--- src/rtl/adcsp_pkg.sv ---
package adcsp_pkg;
  typedef enum logic [1:0] {ST_CONV, ST_SLEEP, ST_DATA} st_e;
endpackage

--- src/rtl/sync_edge.sv ---
module sync_edge #(
  parameter int W = 2,
  parameter logic [W-1:0] RST_VAL = '0
) (
  input  logic         clk_i,
  input  logic         rst_ni,
  input  logic [W-1:0] d_i,
  output logic [W-1:0] q_o,
  output logic [W-1:0] prev_o
);
  for (genvar g = 0; g < W; g++) begin : g_bit
    logic s1, s2, s3;
    always_ff @(posedge clk_i or negedge rst_ni) begin
      if (!rst_ni) begin
        s1 <= RST_VAL[g];
        s2 <= RST_VAL[g];
        s3 <= RST_VAL[g];
      end else begin
        s1 <= d_i[g];
        s2 <= s1;
        s3 <= s2;
      end
    end
    assign q_o[g]    = s2;
    assign prev_o[g] = s3;
  end
endmodule

--- src/rtl/conv_timer.sv ---
module conv_timer #(
  parameter int CONV_CYCLES = 64
) (
  input  logic clk_i,
  input  logic rst_ni,
  input  logic start_i,
  output logic done_o
);
  localparam int CNT_W = $clog2(CONV_CYCLES + 1);
  logic [CNT_W-1:0] cnt_q;
  logic             run_q;

  assign done_o = run_q && (cnt_q == CNT_W'(CONV_CYCLES - 1));

  always_ff @(posedge clk_i or negedge rst_ni) begin
    if (!rst_ni) begin
      cnt_q <= '0;
      run_q <= 1'b1;
    end else if (start_i) begin
      cnt_q <= '0;
      run_q <= 1'b1;
    end else if (done_o) begin
      run_q <= 1'b0;
    end else if (run_q) begin
      cnt_q <= cnt_q + 1'b1;
    end
  end
endmodule

--- src/rtl/frame_tx.sv ---
module frame_tx #(
  parameter int FRAME_W = 24
) (
  input  logic               clk_i,
  input  logic               rst_ni,
  input  logic               load_hold_i,
  input  logic [FRAME_W-1:0] frame_i,
  input  logic               load_shift_i,
  input  logic               shift_i,
  output logic               msb_o
);
  logic [FRAME_W-1:0] hold_q, shift_q;

  always_ff @(posedge clk_i or negedge rst_ni) begin
    if (!rst_ni) begin
      hold_q  <= '0;
      shift_q <= '0;
    end else begin
      if (load_hold_i) hold_q <= frame_i;
      // shifter reloads from hold each data phase so a zero-edge exit keeps data
      if (load_shift_i)  shift_q <= hold_q;
      else if (shift_i)  shift_q <= {shift_q[FRAME_W-2:0], 1'b0};
    end
  end

  assign msb_o = shift_q[FRAME_W-1];
endmodule

--- src/rtl/chan_rx.sv ---
module chan_rx #(
  parameter int CH_W = 8
) (
  input  logic            clk_i,
  input  logic            rst_ni,
  input  logic            sdi_i,
  input  logic            clear_i,
  input  logic            shift_i,
  input  logic            latch_i,
  output logic [CH_W-1:0] chan_o
);
  logic            sdi_m, sdi_s;
  logic [CH_W-1:0] cap_q, chan_q;

  always_ff @(posedge clk_i or negedge rst_ni) begin
    if (!rst_ni) begin
      sdi_m  <= 1'b0;
      sdi_s  <= 1'b0;
      cap_q  <= '0;
      chan_q <= '0;
    end else begin
      sdi_m <= sdi_i;
      sdi_s <= sdi_m;
      if (clear_i)      cap_q <= '0;
      else if (shift_i) cap_q <= {cap_q[CH_W-2:0], sdi_s};
      if (latch_i)      chan_q <= cap_q;
    end
  end

  assign chan_o = chan_q;
endmodule

--- src/rtl/adc_serial_port.sv ---
module adc_serial_port
  import adcsp_pkg::*;
#(
  parameter int CONV_CYCLES = 64,
  parameter int RES_W       = 17,
  parameter int PAD_W       = 4,
  parameter int CH_W        = 8
) (
  input  logic             clk_i,
  input  logic             rst_ni,
  input  logic             cs_ni,
  input  logic             sck_i,
  input  logic             sdi_i,
  input  logic             sign_i,
  input  logic [RES_W-1:0] result_i,
  output logic             sdo_o,
  output logic             sdo_oe_o,
  output logic [CH_W-1:0]  chan_o
);
  localparam int FRAME_W = 3 + RES_W + PAD_W;
  localparam int CNT_W   = $clog2(FRAME_W + 1);

  logic [1:0] sq, sp;
  logic cs_s, cs_rise, sck_rise, sck_fall;

  sync_edge #(.W(2), .RST_VAL(2'b01)) u_sync (
    .clk_i  (clk_i),
    .rst_ni (rst_ni),
    .d_i    ({sck_i, cs_ni}),
    .q_o    (sq),
    .prev_o (sp)
  );

  assign cs_s     = sq[0];
  assign cs_rise  = sq[0] & ~sp[0];
  assign sck_rise = sq[1] & ~sp[1];
  assign sck_fall = ~sq[1] & sp[1];

  st_e              state_q, state_d;
  logic [CNT_W-1:0] rcnt_q, rcnt_d;
  logic timer_start, timer_done, load_hold, load_shift, chan_clear, chan_latch;
  logic tx_shift, rx_shift, tx_msb;

  always_comb begin
    state_d     = state_q;
    rcnt_d      = rcnt_q;
    timer_start = 1'b0;
    load_hold   = 1'b0;
    load_shift  = 1'b0;
    chan_clear  = 1'b0;
    chan_latch  = 1'b0;
    unique case (state_q)
      ST_CONV: if (timer_done) begin
        state_d   = ST_SLEEP;
        load_hold = 1'b1;
      end
      ST_SLEEP: if (!cs_s) begin
        state_d    = ST_DATA;
        rcnt_d     = '0;
        load_shift = 1'b1;
        chan_clear = 1'b1;
      end
      ST_DATA: begin
        if (cs_rise) begin
          if (rcnt_q == '0) begin
            state_d = ST_SLEEP;
          end else begin
            state_d     = ST_CONV;
            timer_start = 1'b1;
          end
        end else if (sck_rise) begin
          if (rcnt_q == CNT_W'(FRAME_W - 1)) begin
            state_d     = ST_CONV;
            timer_start = 1'b1;
            chan_latch  = 1'b1;
          end else begin
            rcnt_d = rcnt_q + 1'b1;
          end
        end
      end
      default: state_d = ST_CONV;
    endcase
  end

  always_ff @(posedge clk_i or negedge rst_ni) begin
    if (!rst_ni) begin
      state_q <= ST_CONV;
      rcnt_q  <= '0;
    end else begin
      state_q <= state_d;
      rcnt_q  <= rcnt_d;
    end
  end

  assign tx_shift = (state_q == ST_DATA) && sck_fall && !cs_rise;
  assign rx_shift = (state_q == ST_DATA) && sck_rise && !cs_rise &&
                    (rcnt_q < CNT_W'(CH_W));

  conv_timer #(.CONV_CYCLES(CONV_CYCLES)) u_timer (
    .clk_i   (clk_i),
    .rst_ni  (rst_ni),
    .start_i (timer_start),
    .done_o  (timer_done)
  );

  frame_tx #(.FRAME_W(FRAME_W)) u_tx (
    .clk_i        (clk_i),
    .rst_ni       (rst_ni),
    .load_hold_i  (load_hold),
    .frame_i      ({2'b00, sign_i, result_i, {PAD_W{1'b0}}}),
    .load_shift_i (load_shift),
    .shift_i      (tx_shift),
    .msb_o        (tx_msb)
  );

  chan_rx #(.CH_W(CH_W)) u_rx (
    .clk_i   (clk_i),
    .rst_ni  (rst_ni),
    .sdi_i   (sdi_i),
    .clear_i (chan_clear),
    .shift_i (rx_shift),
    .latch_i (chan_latch),
    .chan_o  (chan_o)
  );

  always_comb begin
    unique case (state_q)
      ST_CONV:  sdo_o = 1'b1;
      ST_SLEEP: sdo_o = 1'b0;
      default:  sdo_o = tx_msb;
    endcase
  end

  assign sdo_oe_o = ~cs_s;
endmodule

--- config.mk ---
export PLATFORM = sky130hd
export DESIGN_NAME = adc_serial_port
export DESIGN_NICKNAME = d
export VERILOG_FILES = /design/src/rtl/adcsp_pkg.sv /design/src/rtl/sync_edge.sv /design/src/rtl/conv_timer.sv /design/src/rtl/frame_tx.sv /design/src/rtl/chan_rx.sv /design/src/rtl/adc_serial_port.sv
export SDC_FILE = /design/constraint.sdc
export NUM_CORES = 1
export LEC_CHECK = 0
export ABC_AREA = 1
export ABC_CLOCK_PERIOD_IN_PS = 4600
export BUFFER_PORTS_ARGS = -buffer_cell sky130_fd_sc_hd__buf_4
export CORE_ASPECT_RATIO = 1.1
export CORE_MARGIN = 2
export CORE_UTILIZATION = 35
export CTS_BUF_LIST = sky130_fd_sc_hd__clkbuf_4 sky130_fd_sc_hd__clkbuf_8
export DETAILED_ROUTE_END_ITERATION = 12
export PLACE_DENSITY_LB_ADDON = 0.1
export SLEW_MARGIN = 0
export SYNTH_ARGS = -nofsm -noshare
export SYNTH_HDL_FRONTEND = slang
export SYNTH_SLANG_ARGS = --single-unit
--- constraint.sdc ---
create_clock -name clk_i -period 4.6 [get_ports clk_i]
set_clock_uncertainty 0.2 [all_clocks]
set_input_delay 0.23 -clock clk_i [delete_from_list [all_inputs] [get_ports clk_i]]
set_output_delay 0.23 -clock clk_i [all_outputs]
set_load 0.02 [all_outputs]
== Word-level counts from Yosys, hierarchy flattened ==
Index checks and enable logic that the tools add are counted.
Operators by class
  $lt $le $gt $ge: 1
  shift operators: 0
  multipliers: 0
  add/sub/neg operators: 2
  equal/unequal tests: 12
  divide/modulo/power cells: 0
  mux-type cells: 33
  bitwise logic cells: 7
  reductions and logical operators: 17
Operators by type and width (count)
  24-bit 2-to-1 mux: 2
  7-bit 2-to-1 mux: 3
  5-bit 2-to-1 mux: 4
  8-bit 2-to-1 mux: 2
  1-bit 2-to-1 mux: 14
  2-bit inequality test, second input constant: 6
  2-bit 2-to-1 mux: 5
  5-bit one-hot mux with 2 select lines: 1
  2-bit nonzero test: 5
  7-bit by 1-bit adder with 7-bit output, second input constant: 1
  7-bit by 6-bit equality test with 1-bit output, second input constant: 1
  1-bit logical AND: 6
  3-bit inequality test, second input constant: 2
  2-bit one-hot mux with 3 select lines: 1
  5-bit by 1-bit adder with 5-bit output, second input constant: 1
  5-bit equality test, second input constant: 1
  5-bit zero test: 1
  5-bit by 4-bit less-than comparator with 1-bit output, second input constant: 1
  5-bit AND reduction: 1
  1-bit inverter: 4
  4-bit AND reduction: 1
  1-bit AND: 3
  2-bit by 1-bit equality test with 1-bit output, second input constant: 1
  2-bit equality test, second input constant: 1
  4 further kinds: 4
Storage, ports and cells
  flip-flop bits (word level): 81
  memories kept: 0
  latch bits: 0
  memory bits (read-only): 0
  RAM bits: 0
  word-level logic and storage cells: 88

== Depth between registers and ports, before layout ==
  word-level depth: 7
  depth in mapped cells: 9
  mapped depth without buffers: 8

== Modules after synthesis ==
From an unflattened synthesis, not the netlist that was laid out.
Unflattened totals
  cells, all modules: 491
  area total of the unflattened synthesis: 3995.1 µm²
Modules (own cells, without submodules)
  frame_tx: seq. area each 1201.2 µm², cells an instance 277, times used 1, area an instance 2162.1 µm²
  chan_rx: seq. area each 450.4 µm², cells an instance 70, times used 1, area an instance 696.9 µm²
  adc_serial_port: seq. area each 175.2 µm², cells an instance 74, times used 1, area an instance 510.5 µm²
  conv_timer: seq. area each 201.4 µm², cells an instance 60, times used 1, area an instance 441.7 µm²
  sync_edge: seq. area each 153.9 µm², cells an instance 10, times used 1, area an instance 183.9 µm²

== Worst setup path after synthesis ==
OpenSTA, ideal clock, no wires.
  path type: register -> register
  from: reg u_timer.cnt_q[0]
  to: reg u_timer.cnt_q[5]
  required time: 4.281 ns
  setup slack: 2.997 ns
  stages on the path, launching flop included: 8
  arrival: 1.284 ns
  setup time: 0.119 ns
  path buffers: 0
  cell sequence: dfrtp_1 > ha_1 > nand3_2 > nor2_4 > nor2_1 > nand3_1 > nand2_1 > nor2_1
On the way
  word-level cells in the longest chain between the ends: 4
  elaborated cells between the ends (all ways): 8
  those cells by class: add/sub: 1; eq/ne: 2; mux: 3; reduce/logical: 2
RTL lines
  start: declaration: line conv_timer.sv:10  | logic [CNT_W-1:0] cnt_q;
  start signal: assignment: line conv_timer.sv:25  | cnt_q <= cnt_q + 1'b1;
  7-bit by 1-bit adder with 7-bit output / 7-bit by 6-bit equality test with 1-bit output (equally long branches): line conv_timer.sv:25, conv_timer.sv:13
  7-bit 2-to-1 mux / 1-bit logical AND (equally long branches): line conv_timer.sv:24, conv_timer.sv:13
  7-bit 2-to-1 mux / 2-bit inequality test (equally long branches)
  7-bit 2-to-1 mux / 2-bit AND reduction (equally long branches)
Several ways; a longest one is shown, not always the timed one. The select of a mux whose other input is x is not followed.
A chain may end at the register's enable or synchronous reset.

== Final worst setup path ==
  from: reg u_timer.cnt_q[0]
  to: reg u_tx.hold_q[21]
On the way
  word-level cells in the longest chain between the ends: 4
RTL lines
  7-bit by 6-bit equality test with 1-bit output: line conv_timer.sv:13  | assign done_o = run_q && (cnt_q == CNT_W'(CONV_CYCLES - 1));
  1-bit logical AND: line conv_timer.sv:13
  1-bit 2-to-1 mux: line adc_serial_port.sv:53  | ST_CONV: if (timer_done) begin
  1-bit 2-to-1 mux: line adc_serial_port.sv:52  | unique case (state_q)
  end signal: assignment: line frame_tx.sv:19  | if (load_hold_i) hold_q <= frame_i;
  end: declaration: line frame_tx.sv:12  | logic [FRAME_W-1:0] hold_q, shift_q;
No other way between the ends.

==> summary.md <==
| Metric | Value |
|---|---|
| Cell-internal power | roughly 1100 uW |
| Worst reg2reg path depth | 6 |
| Num Clock Sinks | just under 80 |
| Worst Tran Pin Value | ~0.98 ns |
| Max-cap viol count | 0 |
| CP max stage cell | nand4_4 |
| Chip Width | roughly 100 um |
| Gr usage total | a little over an eighth |
| Setup CP Type | flip-flop to flip-flop |
| Seq/Total Area, Yosys | between 50% and 60% |
| Synth top area share | between 50% and 60% |
| Synthesized area | ~3600 um^2 |
| RSZ-0062 raised after global routing | no |
| Clk buf depth | 2 |
| CTS tree | built |
| Area added between synthesis and finish | 21.2% |
| Hpwl dp | 4.05 mm |
| Synth area leaders | dfrtp_1 (51%), nand2_1 (9.8%), o21ai_1 (7.1%) |
| Worst R2R Start | u_timer.cnt_q[0] |
| Crit Reg-Reg Endpoint | u_tx.hold_q[21] |
| Clk slew on worst S/H paths | roughly 0.08 ns |
| PD cells | roughly 320 nW/um^2 |
| Sw frac | 20.1% |
| Final setup vio count | 0 |
| Peak VDD IR | 0.000152 V |
| Final period util | a little over two fifths |
| Vias in the first global route | between 2000 and 3000 |
| Clock latency on the worst-skew pair | between 0.3 and 0.4 ns |
| Highest clock rate | between 500 and 600 MHz |
| Critical Path AT | just under 2 ns |
| Flop2flop setup slack | about 2.7 ns |
| Slew Limit Headroom | about a third |
| Clk pwr share | 46.6% |
| Hold crit path type | flip-flop to flip-flop |
| Hold Fails Final Rpt | 0 |
| CTS buffer count | 9 |
| Worst setup SP type | flip-flop |
| Die ar. | 11000 um^2 |
| CP startpoint | u_timer.cnt_q[0] |
| Drt via density | between 4 and 5 |
| Crit-path max FO | 37 |
| Combinational share of power | about 3.7% |
| Router iterations before antenna repair | 4 |
| Delay-heaviest family, CP | simple AND/OR/NAND/NOR gates |
| Slowest stage delay, CP | 0.41 ns |
| Core Area | 9890 um^2 |
| Root Buffer | clkbuf_8 |
| Yosys reg bits | 77 |
| Vias | approximately 2600 |
| Last element of the critical path | u_tx.hold_q[21] |
| Post-DR wirelength/cell | around 11 um |
| Gpl congestion | about 0.74 |
| Yosys synthesis warning count | 0 |
| Final min period | approximately 1.9 ns |
| H-tree Lvls | 3 |
| Fin Hold WS | ~0.16 ns |
| Leakage power | ~0.0021 uW |
| Cells after Synth | 392 |
| Nets@finish | 472 |
| Mean post-synth cell area | 9.12 um^2 |
| IO Pins | 33 |
| Largest net degree at the start of global routing | 78 |
| Die span in y | 110 um |
| Starting Density | between 30 and 40% |
| Leading cell type in the layout, fill and taps excluded | nand2_1 |
| Unique masters post-synth | 33 |
| # diodes | 0 |
| Seq pwr share | 49.7% |
| Remaining DRCs | 0 |
| DRT Wirelength | around 6.4 mm |
| WP data required | 4.62 ns |
| Share of post-route cells with drive strength above 1 | 20.2% |
| CTS resizes | 0 |
| Critical path buffers and inverters | 0 |
| Post-route ant nets | 0 |
| Core Rows | 38 |
| Most frequent cells in the layout | nand2_1 (93), dfrtp_1 (73), inv_1 (61) |
| Status | finished, final reports clean |
| Worst path cell trace | ha_1 > nand3_2 > nor2_4 > nand4_4 > nand2_1 > o21ai_1 |
| Worst setup EP type | flip-flop |
| Sw power | roughly 280 uW |
| Hold_buf cts | 22 |
| Iter 0 DRT Violations | roughly 110 |
| Critical path depth | 6 |
| Final TNS setup | 0 ns |
| Setup bufs post-CTS | 0 |
| Net Count, Synth | 418 |
| First-pass GRT wire length | between 10 and 15 mm |
| Initial antenna violation count | 0 |
| Port Buffer Count | 32 |
| Pins Over Slew Limit | 0 |
| Post-synth top area cell | dfrtp_1 |
| GR Overflow Total | 0 |
| Filler Cell Count | just under 1000 |
==> state kept, by name (all words and copies together), names as in the netlist <==
signal / count
state_q: 2
u_sync.g_bit.s3: 2
u_tx.shift_q: 20
u_sync.g_bit.s1: 2
u_timer.run_q: 1
u_rx.chan_o: 8
u_tx.hold_q: 18
rcnt_q: 5
u_rx.sdi_m: 1
u_rx.cap_q: 8
u_rx.sdi_s: 1
u_sync.g_bit.s2: 2
u_timer.cnt_q: 7
==> Yosys cell counts, drive strengths merged <==
master and n:
nand2 105, dfrtp 73, o21ai 69, inv 64, nand3 25, nor2 21
buf 11, xor2 5, dfstp 4, a21oi 3, ha 3, nand4 2
nor3 2, o22ai 2, clkinv 1, nor3b 1, o21a 1
==> power by group through the flow <==
stage	clock network, uW	logic (uW)	registers [uW]
after floorplan	0	7.86	696
after global placement	0	38.2	697
after detailed placement	0	38.4	697
after CTS	669	53.1	683
after global routing	703	57.5	684
final	642	50.8	683
==> kinds of logic after synthesis <==
| family | count (synthesis) | share of synthesized area [%] |
|---|---|---|
| AO/OA/AOI/OAI | 75 | 12.0 |
| XOR/XNOR | 5 | 1.22 |
| adder cells (fa/ha/maj) | 3 | 1.05 |
| buffers and inverters | 76 | 10.0 |
| flip-flops | 77 | 54.0 |
| AND/OR/NAND/NOR | 156 | 21.7 |
==> per-stage QoR <==
step | area (um^2) | power (uW) | util [%] | cells | setup slack, ns
2_1_floorplan | 3580 | 704 | - | 392 | 3.00
3_3_place_gp | 3860 | 735 | 39.0 | 533 | 2.74
3_5_place_dp | 3860 | 735 | 39.0 | 533 | 2.64
4_1_cts | 4330 | 1410 | 43.8 | 571 | 2.63
5_1_grt | 4330 | 1440 | 43.8 | 571 | 2.47
6_report | 4330 | 1380 | 43.8 | 571 | 2.68
==> how the worst min path moves through the flow <==
stage / startpoint / slack [ns] / endpoint / depth (start not counted)
after floorplan: rst_ni / -0.27 / rcnt_q[0] / 0
after global placement: cs_ni / 0.14 / u_sync.g_bit[0].s1 / 1
after detailed placement: cs_ni / 0.14 / u_sync.g_bit[0].s1 / 1
after CTS: u_rx.sdi_m / 0.16 / u_rx.sdi_s / 0
after global routing: u_sync.g_bit[0].s1 / 0.17 / u_sync.g_bit[0].s2 / 0
final: u_rx.sdi_m / 0.16 / u_rx.sdi_s / 0
==> per-layer routing <==
| metal | vias to the layer above | wire length (um) | GRT usage [%] |
|---|---|---|---|
| li1 | 1344 | - | - |
| met1 | 1188 | 3120 | 16.6 |
| met2 | 33 | 2940 | 22.2 |
| met3 | 7 | 215 | 3.59 |
| met4 | 0 | 87 | 4.11 |
| met5 | - | 0 | 0 |
==> cell type report <==
class	instances	area (um^2)	area share, %
Clock inverter	5	106	2.45
Inverter	65	249	5.74
Timing Repair Buffer	54	460	10.6
Sequential cell	77	1930	44.6
Clock buffer	11	151	3.49
Tap cell	120	150	3.46
Multi-Input combinational cell	239	1280	29.6
(Power assumes the default switching activity.)
